### src/rtl/usb_rxep_pkg.sv
package usb_rxep_pkg;
  typedef enum logic [1:0] {
    ST_OFF   = 2'b00,
    ST_STALL = 2'b01,
    ST_NAK   = 2'b10,
    ST_VALID = 2'b11
  } rx_stat_e;

  typedef enum logic [1:0] {
    HS_NONE  = 2'b00,
    HS_ACK   = 2'b01,
    HS_NAK   = 2'b10,
    HS_STALL = 2'b11
  } hs_code_e;
endpackage

### src/rtl/usb_rxep_match.sv
module usb_rxep_match #(
  parameter int EP_W = 4
) (
  input  logic            clk,
  input  logic            rst_n,
  input  logic            bus_reset,
  input  logic            tok_valid,
  input  logic            tok_setup,
  input  logic [EP_W-1:0] tok_ep,
  input  logic [EP_W-1:0] my_ep,
  input  logic            is_ctrl,
  input  logic            pkt_end,
  output logic            hit,
  output logic            hit_setup
);
  logic addr_eq;
  logic kind_ok;

  assign addr_eq = (tok_ep == my_ep);
  assign kind_ok = !tok_setup || is_ctrl;

  always_ff @(posedge clk or negedge rst_n) begin
    if (!rst_n) begin
      hit       <= 1'b0;
      hit_setup <= 1'b0;
    end else if (bus_reset) begin
      hit       <= 1'b0;
      hit_setup <= 1'b0;
    end else if (tok_valid) begin
      hit       <= addr_eq && kind_ok;
      hit_setup <= tok_setup;
    end else if (pkt_end) begin
      hit       <= 1'b0;
      hit_setup <= 1'b0;
    end
  end

  // a SETUP token never selects a non-control endpoint
  a_r3_setup_needs_ctrl: assert property (@(posedge clk) disable iff (!rst_n)
    tok_valid && tok_setup && !is_ctrl |=> !hit);

  // a token for another endpoint never selects this one
  a_r2_ep_mismatch: assert property (@(posedge clk) disable iff (!rst_n)
    tok_valid && (tok_ep != my_ep) |=> !hit);
endmodule

### src/rtl/usb_rxep_decide.sv
module usb_rxep_decide
  import usb_rxep_pkg::*;
(
  input  rx_stat_e stat,
  input  logic     tog,
  input  logic     is_setup,
  input  logic     crc_ok,
  input  logic     pid1,
  output hs_code_e code,
  output logic     hw_upd,
  output logic     nxt_tog,
  output rx_stat_e nxt_stat,
  output logic     set_flag
);
  logic eff_tog;
  logic pid_match;

  // SETUP data always starts at DATA0
  assign eff_tog   = is_setup ? 1'b0 : tog;
  assign pid_match = (pid1 == eff_tog);

  always_comb begin
    code     = HS_NONE;
    hw_upd   = 1'b0;
    nxt_tog  = tog;
    nxt_stat = stat;
    set_flag = 1'b0;
    if (crc_ok) begin
      unique case (stat)
        ST_OFF:   code = HS_NONE;
        ST_STALL: code = HS_STALL;
        ST_NAK:   code = HS_NAK;
        ST_VALID: begin
          code   = HS_ACK;
          hw_upd = 1'b1;
          if (pid_match) begin
            nxt_tog  = ~eff_tog;
            nxt_stat = ST_NAK;
            set_flag = 1'b1;
          end else begin
            nxt_tog  = eff_tog;
            nxt_stat = ST_VALID;
          end
        end
        default: code = HS_NONE;
      endcase
    end
  end

  // only an acknowledged packet may complete a transfer
  always_comb begin
    a_r6_flag_needs_ack: assert (!set_flag || code == HS_ACK);
  end
endmodule

### src/rtl/usb_rx_ep_ctrl.sv
module usb_rx_ep_ctrl
  import usb_rxep_pkg::*;
#(
  parameter int EP_W = 4
) (
  input  logic            clk,
  input  logic            rst_n,
  input  logic            bus_reset,
  input  logic            reg_wr_en,
  input  logic [EP_W+4:0] reg_wr_data,
  output logic [EP_W+4:0] reg_rd_data,
  input  logic            tok_valid,
  input  logic            tok_setup,
  input  logic [EP_W-1:0] tok_ep,
  input  logic            pkt_end,
  input  logic            pkt_crc_ok,
  input  logic            pkt_data1,
  output logic            hs_valid,
  output logic [1:0]      hs_code
);
  localparam int FLAG_BIT = EP_W + 4;
  localparam int CTRL_BIT = 3;
  localparam int TOG_BIT  = 2;

  rx_stat_e        stat_q;
  logic            tog_q;
  logic            ctrl_q;
  logic [EP_W-1:0] ep_q;
  logic            flag_q;

  logic     pend_hit;
  logic     pend_setup;
  logic     fire;
  hs_code_e dec_code;
  logic     hw_upd;
  logic     nxt_tog;
  rx_stat_e nxt_stat;
  logic     set_flag;

  usb_rxep_match #(.EP_W(EP_W)) u_match (
    .clk       (clk),
    .rst_n     (rst_n),
    .bus_reset (bus_reset),
    .tok_valid (tok_valid),
    .tok_setup (tok_setup),
    .tok_ep    (tok_ep),
    .my_ep     (ep_q),
    .is_ctrl   (ctrl_q),
    .pkt_end   (pkt_end),
    .hit       (pend_hit),
    .hit_setup (pend_setup)
  );

  usb_rxep_decide u_decide (
    .stat     (stat_q),
    .tog      (tog_q),
    .is_setup (pend_setup),
    .crc_ok   (pkt_crc_ok),
    .pid1     (pkt_data1),
    .code     (dec_code),
    .hw_upd   (hw_upd),
    .nxt_tog  (nxt_tog),
    .nxt_stat (nxt_stat),
    .set_flag (set_flag)
  );

  assign fire = pkt_end && pend_hit && !bus_reset;

  always_ff @(posedge clk or negedge rst_n) begin
    if (!rst_n) begin
      stat_q   <= ST_OFF;
      tog_q    <= 1'b0;
      ctrl_q   <= 1'b0;
      ep_q     <= '0;
      flag_q   <= 1'b0;
      hs_valid <= 1'b0;
      hs_code  <= HS_NONE;
    end else if (bus_reset) begin
      stat_q   <= ST_OFF;
      tog_q    <= 1'b0;
      ctrl_q   <= 1'b0;
      ep_q     <= '0;
      flag_q   <= 1'b0;
      hs_valid <= 1'b0;
      hs_code  <= HS_NONE;
    end else begin
      if (reg_wr_en) begin
        stat_q <= rx_stat_e'(reg_wr_data[1:0]);
        tog_q  <= reg_wr_data[TOG_BIT];
        ctrl_q <= reg_wr_data[CTRL_BIT];
        ep_q   <= reg_wr_data[CTRL_BIT+EP_W:CTRL_BIT+1];
        if (!reg_wr_data[FLAG_BIT]) flag_q <= 1'b0;
      end
      if (fire && hw_upd) begin
        stat_q <= nxt_stat;
        tog_q  <= nxt_tog;
        if (set_flag) flag_q <= 1'b1;
      end
      hs_valid <= fire;
      hs_code  <= fire ? dec_code : HS_NONE;
    end
  end

  assign reg_rd_data = {flag_q, ep_q, ctrl_q, tog_q, stat_q};

  // the handshake strobe is a single cycle
  a_r9_single_strobe: assert property (@(posedge clk) disable iff (!rst_n)
    hs_valid |=> !hs_valid);

  // a strobe only follows an end-of-packet
  a_r9_after_pkt_end: assert property (@(posedge clk) disable iff (!rst_n)
    $rose(hs_valid) |-> $past(pkt_end));

  // a completed transfer leaves the endpoint in NAK
  a_r5_flag_parks_nak: assert property (@(posedge clk) disable iff (!rst_n)
    $rose(flag_q) |-> stat_q == ST_NAK && hs_valid && hs_code == HS_ACK);

  // a silent handshake leaves the endpoint state alone
  a_r8_none_no_change: assert property (@(posedge clk) disable iff (!rst_n)
    hs_valid && hs_code == HS_NONE && !$past(reg_wr_en)
      |-> stat_q == $past(stat_q) && tog_q == $past(tog_q) && flag_q == $past(flag_q));

  // STALL is only returned while the endpoint is stalled
  a_r4_stall_state: assert property (@(posedge clk) disable iff (!rst_n)
    hs_valid && hs_code == HS_STALL && !$past(reg_wr_en) |-> stat_q == ST_STALL);
endmodule

### config.mk
export PLATFORM = sky130hd
export DESIGN_NAME = usb_rx_ep_ctrl
export DESIGN_NICKNAME = d
export VERILOG_FILES = /design/src/rtl/usb_rxep_pkg.sv /design/src/rtl/usb_rxep_match.sv /design/src/rtl/usb_rxep_decide.sv /design/src/rtl/usb_rx_ep_ctrl.sv
export SDC_FILE = /design/constraint.sdc
export NUM_CORES = 1
export LEC_CHECK = 0
export BUFFER_PORTS_ARGS = -buffer_cell sky130_fd_sc_hd__clkbuf_2
export CORE_MARGIN = 3
export CORE_UTILIZATION = 40
export CTS_CLUSTER_SIZE = 40
export DETAILED_ROUTE_END_ITERATION = 12
export PLACE_DENSITY = 0.77
export SLEW_MARGIN = 20
export SYNTH_ARGS = -nofsm -noshare
export SYNTH_HDL_FRONTEND = slang
export SYNTH_SLANG_ARGS = --single-unit
### constraint.sdc
create_clock -name clk -period 1.7 [get_ports clk]
set_input_delay 0.255 -clock clk [delete_from_list [all_inputs] [get_ports clk]]
set_output_delay 0.255 -clock clk [all_outputs]
set_load 0.005 [all_outputs]
; After elaboration in Yosys (flattened, before gate mapping)
; Index checks and enable logic that the tools add are counted.
; W data, S select, Z words.
[totals]
register_bits = 14
in_bits = 22
output_inout_bits = 12
elab_cells = 66
[op_classes]
n_eq_ne = 7
mux = 37
bitwise_logic = 1
reduce_logical = 12
[op_table]
columns = op, count
row1 = $mux W1, 26
row2 = $mux W2, 8
row3 = $mux W4, 2
row4 = $pmux W2 S4, 1
row5 = $reduce_bool A3 Y1, 2
row6 = $eq A2 B2 Y1 const B, 2
row7 = $eq A4 B4 Y1, 1
row8 = $logic_and A1 B1 Y1, 4
row9 = $ne A3 B2 Y1 const B, 1
row10 = $ne A3 B3 Y1 const B, 1
row11 = $reduce_and A3 Y1, 1
row12 = $eq A2 B1 Y1 const B, 1
row13 = $logic_not A1 Y1, 2
row14 = $logic_not A2 Y1, 1
row15 = $reduce_bool A2 Y1, 1
row16 = $eq A1 B1 Y1, 1
row17 = $logic_or A1 B1 Y1, 1
row18 = $not A1 Y1, 1

; Depth between registers and ports, before layout
[depth]
word_depth = 8
mapped_depth = 4
ltp_nobuf = 4

; By module
; From an unflattened synthesis, not the netlist that was laid out.
[unflattened]
cells_unflattened = 74
area_unflattened_um2 = 785.8
[by_module_without_submodules]
columns = module, instances, cells_each, area_each_um2, seq_area_each_um2
row1 = usb_rx_ep_ctrl, 1, 46, 541.8, 300.3
row2 = usb_rxep_match, 1, 13, 142.6, 50.0
row3 = usb_rxep_decide, 1, 15, 101.3, 0.0

; Worst setup path before layout
; Ideal clock, no wire load.
[synth_path]
path_type = register -> register
startpoint = register stat_q[0]
endpoint = register tog_q
setup_ns = 0.076
arrival_ns = 1.184
t_required_ns = 1.624
setup_slack_ns = 0.440
stages_incl_launch_ff = 5
path_buffers = 0
synth_period_minus_slack_ns = 1.260
path_cell_list = dfrtp_1 > ha_1 > and3_4 > or3_1 > o21ai_1
[synth_via]
elab_chain_cells = 6
word_cells_on_any_way = 10
cone_classes = eq/ne: 3 / mux: 4 / reduce/logical: 3
[synth_rtl]
columns = item, line
row1 = from (decl), usb_rx_ep_ctrl.sv:25  ; rx_stat_e stat_q;
row2 = from (signal assigned), usb_rx_ep_ctrl.sv:88  ; stat_q <= rx_stat_e'(reg_wr_data[1:0]);
row3 = from (signal assigned), usb_rx_ep_ctrl.sv:95  ; stat_q <= nxt_stat;
row4 = $eq A2 B2 Y1 (*), usb_rxep_decide.sv:29  ; unique case (stat)
row5 = $mux W1, usb_rxep_decide.sv:29
row6 = $mux W1, usb_rxep_decide.sv:28  ; if (crc_ok) begin
row7 = $logic_and A1 B1 Y1, usb_rx_ep_ctrl.sv:94  ; if (fire && hw_upd) begin
row8 = "$ne A3 B2 Y1 (no line), or another cell as far along", n/a
row9 = $reduce_and A3 Y1 (no line) or $mux W1 (tied branches), n/a
row10 = to (signal assigned), usb_rx_ep_ctrl.sv:89  ; tog_q <= reg_wr_data[TOG_BIT];
row11 = to (signal assigned), usb_rx_ep_ctrl.sv:96  ; tog_q <= nxt_tog;
row12 = to (decl), usb_rx_ep_ctrl.sv:26  ; logic tog_q;
; Every way passes the cells marked *; elsewhere a longest branch is shown, timed or not.
; A chain may end at the register's enable or synchronous reset.

; Worst setup path in the final report
[layout_path]
startpoint = register stat_q[0]
endpoint = register stat_q[0]
[layout_via]
elab_chain_cells = 6
word_cells_on_any_way = 10
cone_classes = eq/ne: 3 / mux: 4 / reduce/logical: 3
[layout_rtl]
columns = item, line
row1 = $eq A2 B2 Y1 (*), usb_rxep_decide.sv:29
row2 = $mux W1, usb_rxep_decide.sv:29
row3 = $mux W1, usb_rxep_decide.sv:28
row4 = $logic_and A1 B1 Y1, usb_rx_ep_ctrl.sv:94
row5 = "$ne A3 B2 Y1 (no line), or another cell as far along", n/a
row6 = $reduce_and A3 Y1 (no line) or $mux W2 (tied branches), n/a
; Marked as above.

==> impl_metrics.yaml <==
timing:
  rsz0062_at_grt: "false"
  min_period_over_period: 0.790
  relSlewSlack: 0.773
  period_needed_ps: 1340
  maxSlewViolCount: 0
  final.setup.tns_ps: 0
  finClkSkew_ps: 1.50
  fmax_mhz: 745
  finalSetupViolCount: 0
  worstMarginPinSlew_ps: 340
  hold_viol_final: 0
critical_path:
  r2r_cells: 4
  crit_arrival_ps: 1540
  critPathKind: "flip-flop to flip-flop"
  end_kind: "flip-flop"
  cp_max_fo: 4
  r2r_start: "stat_q[0]"
  start_kind: "flip-flop"
  reg2reg_to: "stat_q[0]"
  rrSetupSlack_ps: 360
  required_ps: 1900
detailed_routing:
  wl_met1_microns: 611
  dr_wl_met3_microns: 72
  drt_wl_total_microns: 1450
  drtAntennaViolNets: 0
  vias_per_cell: 5.10
  routed.top_layer: "met4"
  drtIter0Drc: 7
  drtPass1Iterations: 4
  wl_met2_microns: 740
  drc: 0
  routed-via-count: 587
  wl_per_cell_microns: 12.6
synthesis:
  ys_ff_latch: 14
  async_reset_ff_frac: 1.00
  syn_area_sq_um: 694
  synth.avg_cell_area_sq_um: 10.7
  synth_nets: 89
  synth-seq-area-share: 0.505
  synth_ff_type: "dfrtp_1"
  yosysWarnings: 0
  synth_top_area_cell: "dfrtp_1"
  synth_cell_type_count: 23
  synth_edf_count: 0
  netlist.area_leader.share: 0.505
  synth_most_common_cell: "dfrtp_1"
  synth_cells: 65
  synth_common_cells: "14 x dfrtp_1, 9 x nor2_1, 8 x mux2i_1"
  ys_top_cells_by_area: "dfrtp_1 50%, mux2i_1 12%, xnor2_1 5.0%, nor2_1 4.9%, ha_1 3.6%"
global_route:
  antenna_found_initial: 0
  gr-total-overflow: 0
  grt_pass1_wl_microns: 2210
  grt_start_max_net_pins: 15
  grt_pass1_vias: 536
  track_usage: 0.145
place:
  placement.cell_area_sq_um: 856
  hpwl_microns: 1150
  io_buffers: 33
  gp_congestion: 0.720
layout:
  drive_above_1_share: 0.394
  fin_nets: 124
  area_growth_pct: 29.9
  n_fill_cell: 139
  final_util: 0.572
  fin_area_sq_um: 902
  diodes: 0
die:
  io_pins: 34
  core_region_area_sq_um: 1580
  die_x_microns: 47.7
  die_y_microns: 47.7
  start_util: 0.440
  row_count: 14
  dieArea_sq_um: 2270
clock_tree:
  cts_made_buffers: 3
  clk_latency_ps: 270
  postCtsSetupRepairBufs: 0
  htreeDepth: 1
  postCtsHoldBufs: 1
  clock-sinks: 14
  path_clk_slew_ps: 90
  cts_tree: "built"
  cts-root-buf: "clkbuf_4"
  cts_max_path_buffers: 2
  cts.repair.resized: 0
power:
  irDropWorstVdd_mv: 0.392
  powerDensity_nw_per_um2: 768
  leakage_nw: 0.493
status:
  outcome: "complete, no violations"
run:
  maxCapViolCount: 0
worst_hold_path:
  min_from: "pkt_data1"
  min_to: "tog_q"
  holdCritPathClass: "input pin to flip-flop"
  min_path_cells: 2
metrics by stage:
| step | instances | setup slack, ps | power (mW) | hold WS [ps] |
|---|---|---|---|---|
| 2_1_floorplan | 65 | 440 | 0.410 | -40.6 |
| 3_3_place_gp | 110 | 428 | 0.458 | 176 |
| 3_5_place_dp | 110 | 397 | 0.461 | 177 |
| 4_1_cts | 115 | 352 | 0.704 | 170 |
| 5_1_grt | 115 | 296 | 0.733 | 172 |
| 6_report | 115 | 357 | 0.693 | 175 |
layout make-up:
class                           instances  area [sq um]  area share
Sequential cell                        14           350       0.388
Multi-Input combinational cell         43           302       0.334
Timing Repair Buffer                   35           183       0.202
Clock buffer                            4          36.3      0.0402
Tap cell                               16          20.0      0.0222
Inverter                                3          11.3      0.0125
layer usage:
layer	track usage	vias to the layer above
li1	-	286
met1	0.173	282
met2	0.233	17
met3	0.0451	2
met4	0.0806	0
met5	0	-
power by group:
group | internal, mW | leakage (nW) | switching [mW] | total (mW)
Combinational | 0.0525 | 0.282 | 0.0461 | 0.0986
Clock | 0.130 | 0.0210 | 0.109 | 0.239
Sequential | 0.345 | 0.189 | 0.0106 | 0.356
Total | 0.528 | 0.493 | 0.165 | 0.693
placed cells by master (no fill, tap or decap), drive strengths merged, types with 2 or more instances in the layout:
cell type  Yosys  layout
ha             2       2
dfrtp         14      14
mux2i          8       8
or3            2       2
clkbuf         1      37
nor2           9       9
nor2b          2       2
a21oi          2       2
nand2          2       2
xnor2          4       4
o21ai          4       4
inv            3       3
critical path, stage by stage (launching register included):
cell	delay (ps)
dfrtp_1	420
ha_1	240
and3_4	180
or3_1	330
o21ai_1	90
logic make-up after synthesis:
| group | after synthesis | synth area share |
|---|---|---|
| AND/OR/NAND/NOR | 21 | 0.164 |
| flip-flops | 14 | 0.505 |
| buffers and inverters | 8 | 0.0612 |
| multiplexers | 8 | 0.115 |
| AO/OA/AOI/OAI | 7 | 0.0559 |
| XOR/XNOR | 5 | 0.0631 |
| adder cells (fa/ha/maj) | 2 | 0.0360 |
sequential cells by signal (all words and copies together) (netlist names):
register	cells
ep_q	4
stat_q	2
ctrl_q	1
tog_q	1
hs_valid	1
u_match.hit	1
flag_q	1
u_match.hit_setup	1
hs_code	2
how the worst max path moves through the flow:
stage | from | endpoint | slack (ps) | cells after the start
floorplan | stat_q[0] | tog_q | 440 | 4
global placement | stat_q[0] | stat_q[0] | 430 | 4
detailed placement | stat_q[0] | stat_q[0] | 400 | 4
CTS | stat_q[0] | stat_q[0] | 350 | 4
global route | stat_q[0] | stat_q[0] | 300 | 4
finish | stat_q[0] | stat_q[0] | 360 | 4
No activity file was read; power rests on OpenSTA's default activity.
